==> src/rtl/activity_sniffer.sv <==
module activity_sniffer #(
  parameter int BUS_W    = 32,
  parameter int CNT_W    = 32,
  parameter int INTERVAL = 1_000_000,
  parameter int DEPTH    = 8
) (
  input  logic                 clk,
  input  logic                 rst,
  input  logic                 evt_mode,
  input  logic [1:0]           cpu_state,
  input  logic [3:0]           mem_acc,
  input  logic [BUS_W-1:0]     bus_data,
  input  logic                 rd_en,
  output logic                 rd_valid,
  output logic [9*CNT_W-1:0]   rd_data,
  output logic                 stall_req
);

  localparam int NACC  = 8;
  localparam int REC_W = 9 * CNT_W;
  localparam int AW    = (DEPTH > 1) ? $clog2(DEPTH) : 1;
  localparam int FW    = $clog2(DEPTH + 1);
  localparam int IW    = (INTERVAL > 1) ? $clog2(INTERVAL) : 1;
  localparam int TW    = $clog2(BUS_W + 1);
  localparam logic [CNT_W-1:0] CMAX = '1;

  logic [IW-1:0]    ivl_q;
  logic [BUS_W-1:0] prev_q;
  logic [TW-1:0]    tog;
  logic [CNT_W-1:0] acc_q  [NACC];
  logic [CNT_W-1:0] acc_nx [NACC];
  logic [CNT_W-1:0] inc    [NACC];
  logic             pend_vld;
  logic [REC_W-1:0] pend_q;
  logic [REC_W-1:0] mem [DEPTH];
  logic [AW-1:0]    wp, rp;
  logic [FW-1:0]    fill;
  logic [REC_W-1:0] sum_rec, evt_rec, new_rec, push_rec;
  logic             run, ivl_end, gen, pop, space, push;

  function automatic logic [AW-1:0] bump(input logic [AW-1:0] p);
    return (p == AW'(DEPTH - 1)) ? '0 : p + 1'b1;
  endfunction

  assign run     = !pend_vld;
  assign ivl_end = run && (ivl_q == IW'(INTERVAL - 1));

  always_comb begin
    tog = '0;
    for (int b = 0; b < BUS_W; b++) tog = tog + TW'(bus_data[b] ^ prev_q[b]);
  end

  always_comb begin
    inc[0] = CNT_W'(cpu_state == 2'b01);
    inc[1] = CNT_W'(cpu_state == 2'b10);
    inc[2] = CNT_W'(cpu_state == 2'b00);
    for (int m = 0; m < 4; m++) inc[3+m] = CNT_W'(mem_acc[m]);
    inc[7] = CNT_W'(tog);
    for (int j = 0; j < NACC; j++) begin
      logic [CNT_W:0] s;
      s = {1'b0, acc_q[j]} + {1'b0, inc[j]};
      acc_nx[j] = s[CNT_W] ? CMAX : s[CNT_W-1:0];
    end
  end

  always_comb begin
    sum_rec = '0;
    for (int j = 0; j < NACC; j++) sum_rec[(j+1)*CNT_W +: CNT_W] = acc_nx[j];
    evt_rec = '0;
    evt_rec[0] = 1'b1;
    evt_rec[1*CNT_W +: CNT_W] = CNT_W'(ivl_q);
    evt_rec[2*CNT_W +: CNT_W] = CNT_W'(mem_acc);
    evt_rec[3*CNT_W +: CNT_W] = CNT_W'(cpu_state);
    evt_rec[4*CNT_W +: CNT_W] = CNT_W'(tog);
  end

  assign gen      = run && (evt_mode ? (|mem_acc) : ivl_end);
  assign new_rec  = evt_mode ? evt_rec : sum_rec;
  assign rd_valid = (fill != '0);
  assign rd_data  = mem[rp];
  assign pop      = rd_en && rd_valid;
  assign space    = (fill != FW'(DEPTH)) || pop;
  assign push     = space && (pend_vld || gen);
  assign push_rec = pend_vld ? pend_q : new_rec;
  assign stall_req = pend_vld;

  always_ff @(posedge clk) begin
    if (rst) begin
      ivl_q    <= '0;
      prev_q   <= '0;
      pend_vld <= 1'b0;
      pend_q   <= '0;
      wp       <= '0;
      rp       <= '0;
      fill     <= '0;
      for (int j = 0; j < NACC; j++) acc_q[j] <= '0;
    end else begin
      if (run) begin
        prev_q <= bus_data;
        ivl_q  <= ivl_end ? '0 : ivl_q + IW'(1);
        for (int j = 0; j < NACC; j++)
          if (ivl_end)        acc_q[j] <= '0;
          else if (!evt_mode) acc_q[j] <= acc_nx[j];
      end
      if (pend_vld && space) pend_vld <= 1'b0;
      else if (gen && !space) begin
        pend_vld <= 1'b1;
        pend_q   <= new_rec;
      end
      if (push) wp <= bump(wp);
      if (pop)  rp <= bump(rp);
      fill <= fill + FW'(push) - FW'(pop);
    end
  end

  always_ff @(posedge clk) begin
    if (push) mem[wp] <= push_rec;
  end

  a_r8_interval_frozen: assert property (@(posedge clk) disable iff (rst)
    stall_req |=> $stable(ivl_q));

  a_r8_stall_only_when_full: assert property (@(posedge clk) disable iff (rst)
    $rose(stall_req) |-> (fill == FW'(DEPTH)));

  a_r7_fill_bound: assert property (@(posedge clk) disable iff (rst)
    fill <= FW'(DEPTH));

  a_r4_position_range: assert property (@(posedge clk) disable iff (rst)
    ivl_q <= IW'(INTERVAL - 1));

  a_r5_saturated_holds: assert property (@(posedge clk) disable iff (rst)
    ($past(acc_q[7]) == CMAX && $past(run) && !$past(ivl_end)) |-> (acc_q[7] == CMAX));

  a_r9_no_stall_on_pop: assert property (@(posedge clk) disable iff (rst)
    (fill == FW'(DEPTH) && pop && gen && !pend_vld) |=> !stall_req);

endmodule

==> config.mk <==
export PLATFORM = sky130hd
export DESIGN_NAME = activity_sniffer
export DESIGN_NICKNAME = d
export VERILOG_FILES = /design/src/rtl/activity_sniffer.sv
export SDC_FILE = /design/constraint.sdc
export NUM_CORES = 2
export LEC_CHECK = 0
export BUFFER_PORTS_ARGS = -buffer_cell sky130_fd_sc_hd__buf_2
export CAP_MARGIN = 20
export CORE_MARGIN = 5
export CORE_UTILIZATION = 40
export CTS_CLUSTER_DIAMETER = 100
export CTS_CLUSTER_SIZE = 28
export DETAILED_ROUTE_END_ITERATION = 12
export SYNTH_ARGS = -nofsm -noshare
export SYNTH_HDL_FRONTEND = slang
export SYNTH_SLANG_ARGS = --single-unit
==> constraint.sdc <==
create_clock -name clk -period 54.4 [get_ports clk]
set_input_delay 10.88 -clock clk [delete_from_list [all_inputs] [get_ports clk]]
set_output_delay 10.88 -clock clk [all_outputs]
set_load 0.05 [all_outputs]
Yosys cells after proc, flatten, opt, wreduce, memory -nomap -nowiden
Memory sizes are Yosys's and may differ from the RTL's. A register that Yosys moved wholly into a read port is not among the register bits.
Cells that the tools add are included.
- add/subtract/negate cells: 44
- equal/unequal tests: 6
- muxes and demuxes: 45
- bitwise gates (word level): 49
- reduce and logical (&&, ||, !) cells: 15
- operators by type and width (operator ; number):
    $mux W32 ; 24
    $mux W288 ; 2
    $add A32 B1 Y33 ; 7
    $add A6 B1 Y6 ; 26
    $add A32 B6 Y33 ; 1
    $xor A1 B1 Y1 ; 32
    $add A20 B1 Y20 const B ; 1
    $eq A20 B20 Y1 const B ; 1
    $mux W20 ; 1
    $or A1 B1 Y1 ; 16
    $mux W1 ; 14
    $mux W3 ; 4
    $add A3 B1 Y3 const B ; 2
    $add A5 B1 Y6 ; 1
    $eq A3 B3 Y1 const B ; 2
    $logic_and A1 B1 Y1 ; 6
    $add A4 B1 Y5 ; 1
    $add A3 B1 Y4 ; 1
    $add A4 B1 Y4 ; 1
    $ne A4 B4 Y1 const B ; 1
    $reduce_bool A4 Y1 ; 1
    $reduce_or A4 Y1 ; 1
    $sub A4 B1 Y4 ; 1
    $add A2 B1 Y3 ; 1
    other kinds (9) ; 11
- register bits: 351
- bits in writable memories: 2560
- input port bits: 42
- memories: 2
- memories (name ; depth ; bits a word ; rd ports ; clocked after memory_dff ; wr ports ; line ; text):
    mem ; 8 ; 288 ; 1 ; 1 ; 1 ; 35 ; logic [REC_W-1:0] mem [DEPTH];
    acc_q ; 8 ; 32 ; 8 ; 0 ; 8 ; 30 ; logic [CNT_W-1:0] acc_q [NACC];

Logic depth before layout (Yosys ltp)
- word-level depth: 36
- depth in mapped cells: 26

Worst setup path before layout
OpenSTA, ideal clock, no wires.
- path kind: input -> register
- from: input evt_mode
- to: memory mem[1][0] in the netlist's numbering, enable pin
- library setup time: 1593 ps
- arrival time: 37758 ps
- data required time: 52807 ps
- path slack: 15049 ps
- stages on the path: 5
- path buffers: 1
- cell sequence: clkbuf_1 -> o41ai_1 -> o311ai_2 -> nand2_1 -> nor4b_1
- word-level cells in the longest chain between the ends: 6
- ends and longest elaborated chain (what ; line ; text):
    from (decl) ; 9 ; input logic evt_mode,
    $mux W1 ; 77 ; assign gen = run && (evt_mode ? (|mem_acc) : ivl_end);
    $logic_and A1 B1 Y1 ; 77 ;
    $logic_or A1 B1 Y1 ; 83 ; assign push = space && (pend_vld || gen);
    $logic_and A1 B1 Y1 ; 83 ;
    $mux W1 ; 117 ; if (push) mem[wp] <= push_rec;
    $mux W1 (implied by the code) ; 117 ;
    to (decl) ; 35 ;
No other way between the ends.

Worst setup path in the final report
- from: input bus_data[15]
- to: memory mem[3][266] in the netlist's numbering (data pin)
- word-level cells in the longest chain between the ends: 22
- ends and longest elaborated chain (what ; line ; text):
    from (decl) ; 12 ; input logic [BUS_W-1:0] bus_data,
    $xor A1 B1 Y1 ; 50 ; for (int b = 0; b < BUS_W; b++) tog = tog + TW'(bus_data[b] ^ prev_q[b]);
    $add A6 B1 Y6 (17 in a row) ; 50 ;
    $add A32 B6 Y33 ; 61 ; s = {1'b0, acc_q[j]} + {1'b0, inc[j]};
    $mux W32 ; 62 ; acc_nx[j] = s[CNT_W] ? CMAX : s[CNT_W-1:0];
    $mux W288 ; 78 ; assign new_rec = evt_mode ? evt_rec : sum_rec;
    $mux W288 ; 84 ; assign push_rec = pend_vld ? pend_q : new_rec;
    net push_rec[266] ; 38 ; logic [REC_W-1:0] sum_rec, evt_rec, new_rec, push_rec;
The timed path passes the listed nets, and every way through them passes these cells.

==> results.yml <==
status:
  outcome: "complete, no violations"
flow_run:
  cap_violations: 0
logic_synthesis:
  synth_cell_types: 78
  ys_ff_latch: 2635
  synth_area_leaders: "edfxtp_1, mux4_2, dfxtp_1"
  synth_edf_count: 2312
  seq_area_frac_synth_pct: 70.3
  yosysWarnings: 0
  ys_top_cells_by_count: "edfxtp_1, nand2_1, mux4_2"
  syn_avg_cell_area_um2: 16.4
  syn_area_um2: 108000
  yosysTopAreaCell: "edfxtp_1"
  synth_top_area_share_pct: 64.3
  async_flop_share_pct: 0
  synth.most_common_cell: "edfxtp_1"
  ys.flop_type: "edfxtp_1"
  syn_inst: 6597
layout:
  fin_area_um2: 117000
  area_growth_pct: 8.61
  n_fill_cell: 23400
  multiInputGateArea_um2: 30100
  drive_gt1_share_pct: 20.7
  layout.nets: 6861
  regArea_um2: 75900
setup_path:
  endpoint_kind: "flop"
  r2r_slack_ns: 46.05
  cp-start-kind: "input pin"
  reg2regPathDepth: 20
  startpoint: "bus_data[15]"
  cp.required_ns: 54.89
  timing.rr.end: "mem[3][266]"
  crit_type: "input pin to flop"
  rr_startpoint: "prev_q[7]"
  crit_path_max_fanout: 12
  crit_arrival_ns: 18.69
placed_design:
  hpwl_um: 156000
  gp_congestion: 0.817
  postPlaceCellArea_um2: 113000
  port_buffers: 300
worst_hold_path:
  worstHoldPathType: "flop to flop"
  hold_path_depth: 2
  hold_end: "pend_q[109]"
  min_from: "pend_q[109]"
pwr:
  power_frac_comb_pct: 33.8
  internal_power_mw: 3.48
  peakVddDrop_v: 0.000140
  switchingPower_mw: 1.95
  p_seq_share_pct: 46.3
  switching_share_pct: 35.9
  power_density_nw_per_um2: 46.3
  p_clk_share_pct: 19.9
  leakagePower_nw: 36.4
clock_network:
  cts_tree: "yes"
  cts-resized-gates: 0
  cts_setup_buffers: 0
  cts.sinks: 2635
  cts_hold_buf: 0
  cts-root-buf: "clkbuf_16"
  clk_latency_ns: 0.83
  numCtsBuffers: 116
  clkTransAtPathRegs_ns: 0.10
  cts.htree.levels: 3
  cts_buffer_depth: 3
sta:
  fin_tns_setup_ns: 0
  period_minus_slack_ns: 18.19
  worst_hold_slack_ns: 0.453
  setup_violations: 0
  hold_violations: 0
  max_slew_margin_pct: 15.0
  post-route-period-util_pct: 33.4
  finClkSkew_ns: 0.0378
  rsz0062_at_grt: "no"
  slew_violations: 0
  worst_pin_slew_ns: 1.26
  fmax_ghz: 0.0550
floorplan:
  core_area_um2: 268000
  fp.dieW_um: 529
  ios: 332
  dieArea_um2: 280000
  die_height_um: 529
  start_util_pct: 40.2
  rows: 190
grt:
  grt_use_met1_pct: 26.0
  grt-ovfl-total: 0
  grt.met3_usage_pct: 2.66
  grt_use_total_pct: 18.6
  antenna_found_initial: 20
  grt_pass1_vias: 58600
  grt_pass1_wl_um: 391000
  grt_use_met2_pct: 30.5
  grt_start_max_net_pins: 135
  grt.busiest_layer: "met2"
detailed_routing:
  post_drt_via_cell_ratio: 5.63
  wl_per_cell_um: 25.4
  drc_errors: 0
  vias: 58600
  firstDrtPassIters: 6
  wl_um: 264000
  drt_iter0_drc: 5404
  drtAntennaViolNets: 0
==> critical path, cell delays in order <==
cell and delay, ns:
buf_2 0.11, xor2_1 0.17, fa_1 0.77, inv_1 0.18, fa_1 0.54, inv_1 0.06, fa_1 0.44, fa_1 0.49
fa_1 0.50, inv_1 0.05, fa_1 0.52, inv_1 0.06, ha_1 0.27, a21o_1 0.16, a21oi_1 0.25, o21ai_0 0.18
ha_1 0.41, o211a_1 0.40, nand4_1 0.44, nor4_2 0.68, buf_4 0.31, nor3_1 0.11, o21ai_0 0.67
==> logic make-up after synthesis <==
family                   Yosys count  share of synthesized area, %
flip-flops                      2635                          70.3
multiplexers                     850                          14.2
buffers and inverters            514                          2.01
AO/OA/AOI/OAI                    819                          4.59
adder cells (fa/ha/maj)           64                         0.923
other                              1                       0.00347
AND/OR/NAND/NOR                 1556                          6.73
XOR/XNOR                         158                          1.28
==> cell type report <==
type                            count  area share (%)
Clock buffer                      178            2.68
Tap cell                         3552            3.79
Clock inverter                     41           0.518
Timing Repair Buffer              426            2.21
Antenna cell                        9          0.0192
Inverter                           98           0.314
Sequential cell                  2635            64.8
Multi-Input combinational cell   3478            25.7
==> state kept, by name (all words and copies together) (netlist names), named ones only <==
signal,count
stall_req,1
ivl_q,20
mem,2056
wp,3
pend_q,257
fill,4
acc_q,256
rp,3
prev_q,32
==> cell usage in the layout, fill, tap and decap left out, drive strengths merged, types with 37 or more instances in the layout <==
cell type and n:
o21ai 446, o31ai 53, nand4 78, and3 47, mux2i 69, nor4 82, nand3 112, nand2 588
o211ai 49, nor3 129, and4 37, mux2 267, xor2 65, mux4 514, a21oi 97, inv 115
dfxtp 323, nor2 358, ha 38, xnor2 93, buf 404, edfxtp 2312, clkbuf 200
==> power by group through the flow <==
stage          logic (mW)  registers (mW)  clock network (mW)
6_report             1.83            2.51                1.08
5_1_grt              1.98            2.53                1.19
4_1_cts              1.85            2.52                1.11
3_5_place_dp         1.85            2.56                   0
3_3_place_gp         1.83            2.55                   0
2_1_floorplan        1.32            2.61                   0
==> routing by layer <==
metal / part of all wire (%) / wire [µm]
met1: 44 / 116000
met2: 48 / 127000
met3: 5.5 / 14600
met4: 2.8 / 7510
met5: 0.010 / 27
==> how the worst max path moves through the flow <==
stage,end,slack [ns],cells after the start
floorplan,mem[1][0],15.05,5
global placement,mem[3][268],35.46,23
detailed placement,mem[0][256],35.35,23
CTS,mem[2][269],36.22,23
global route,mem[1][269],35.85,23
finish,mem[3][266],36.21,23
==> metrics by stage <==
stage	setup WS [ns]	utilization [%]	power, mW	cells
finish	36.21	43.7	5.43	10400
global route	35.85	43.7	5.69	10400
CTS	36.22	43.6	5.48	10400
detailed placement	35.35	42.2	4.41	10200
global placement	35.46	42.2	4.38	10200
floorplan	15.05	-	3.93	6627
No activity file was read; power rests on OpenSTA's default activity.
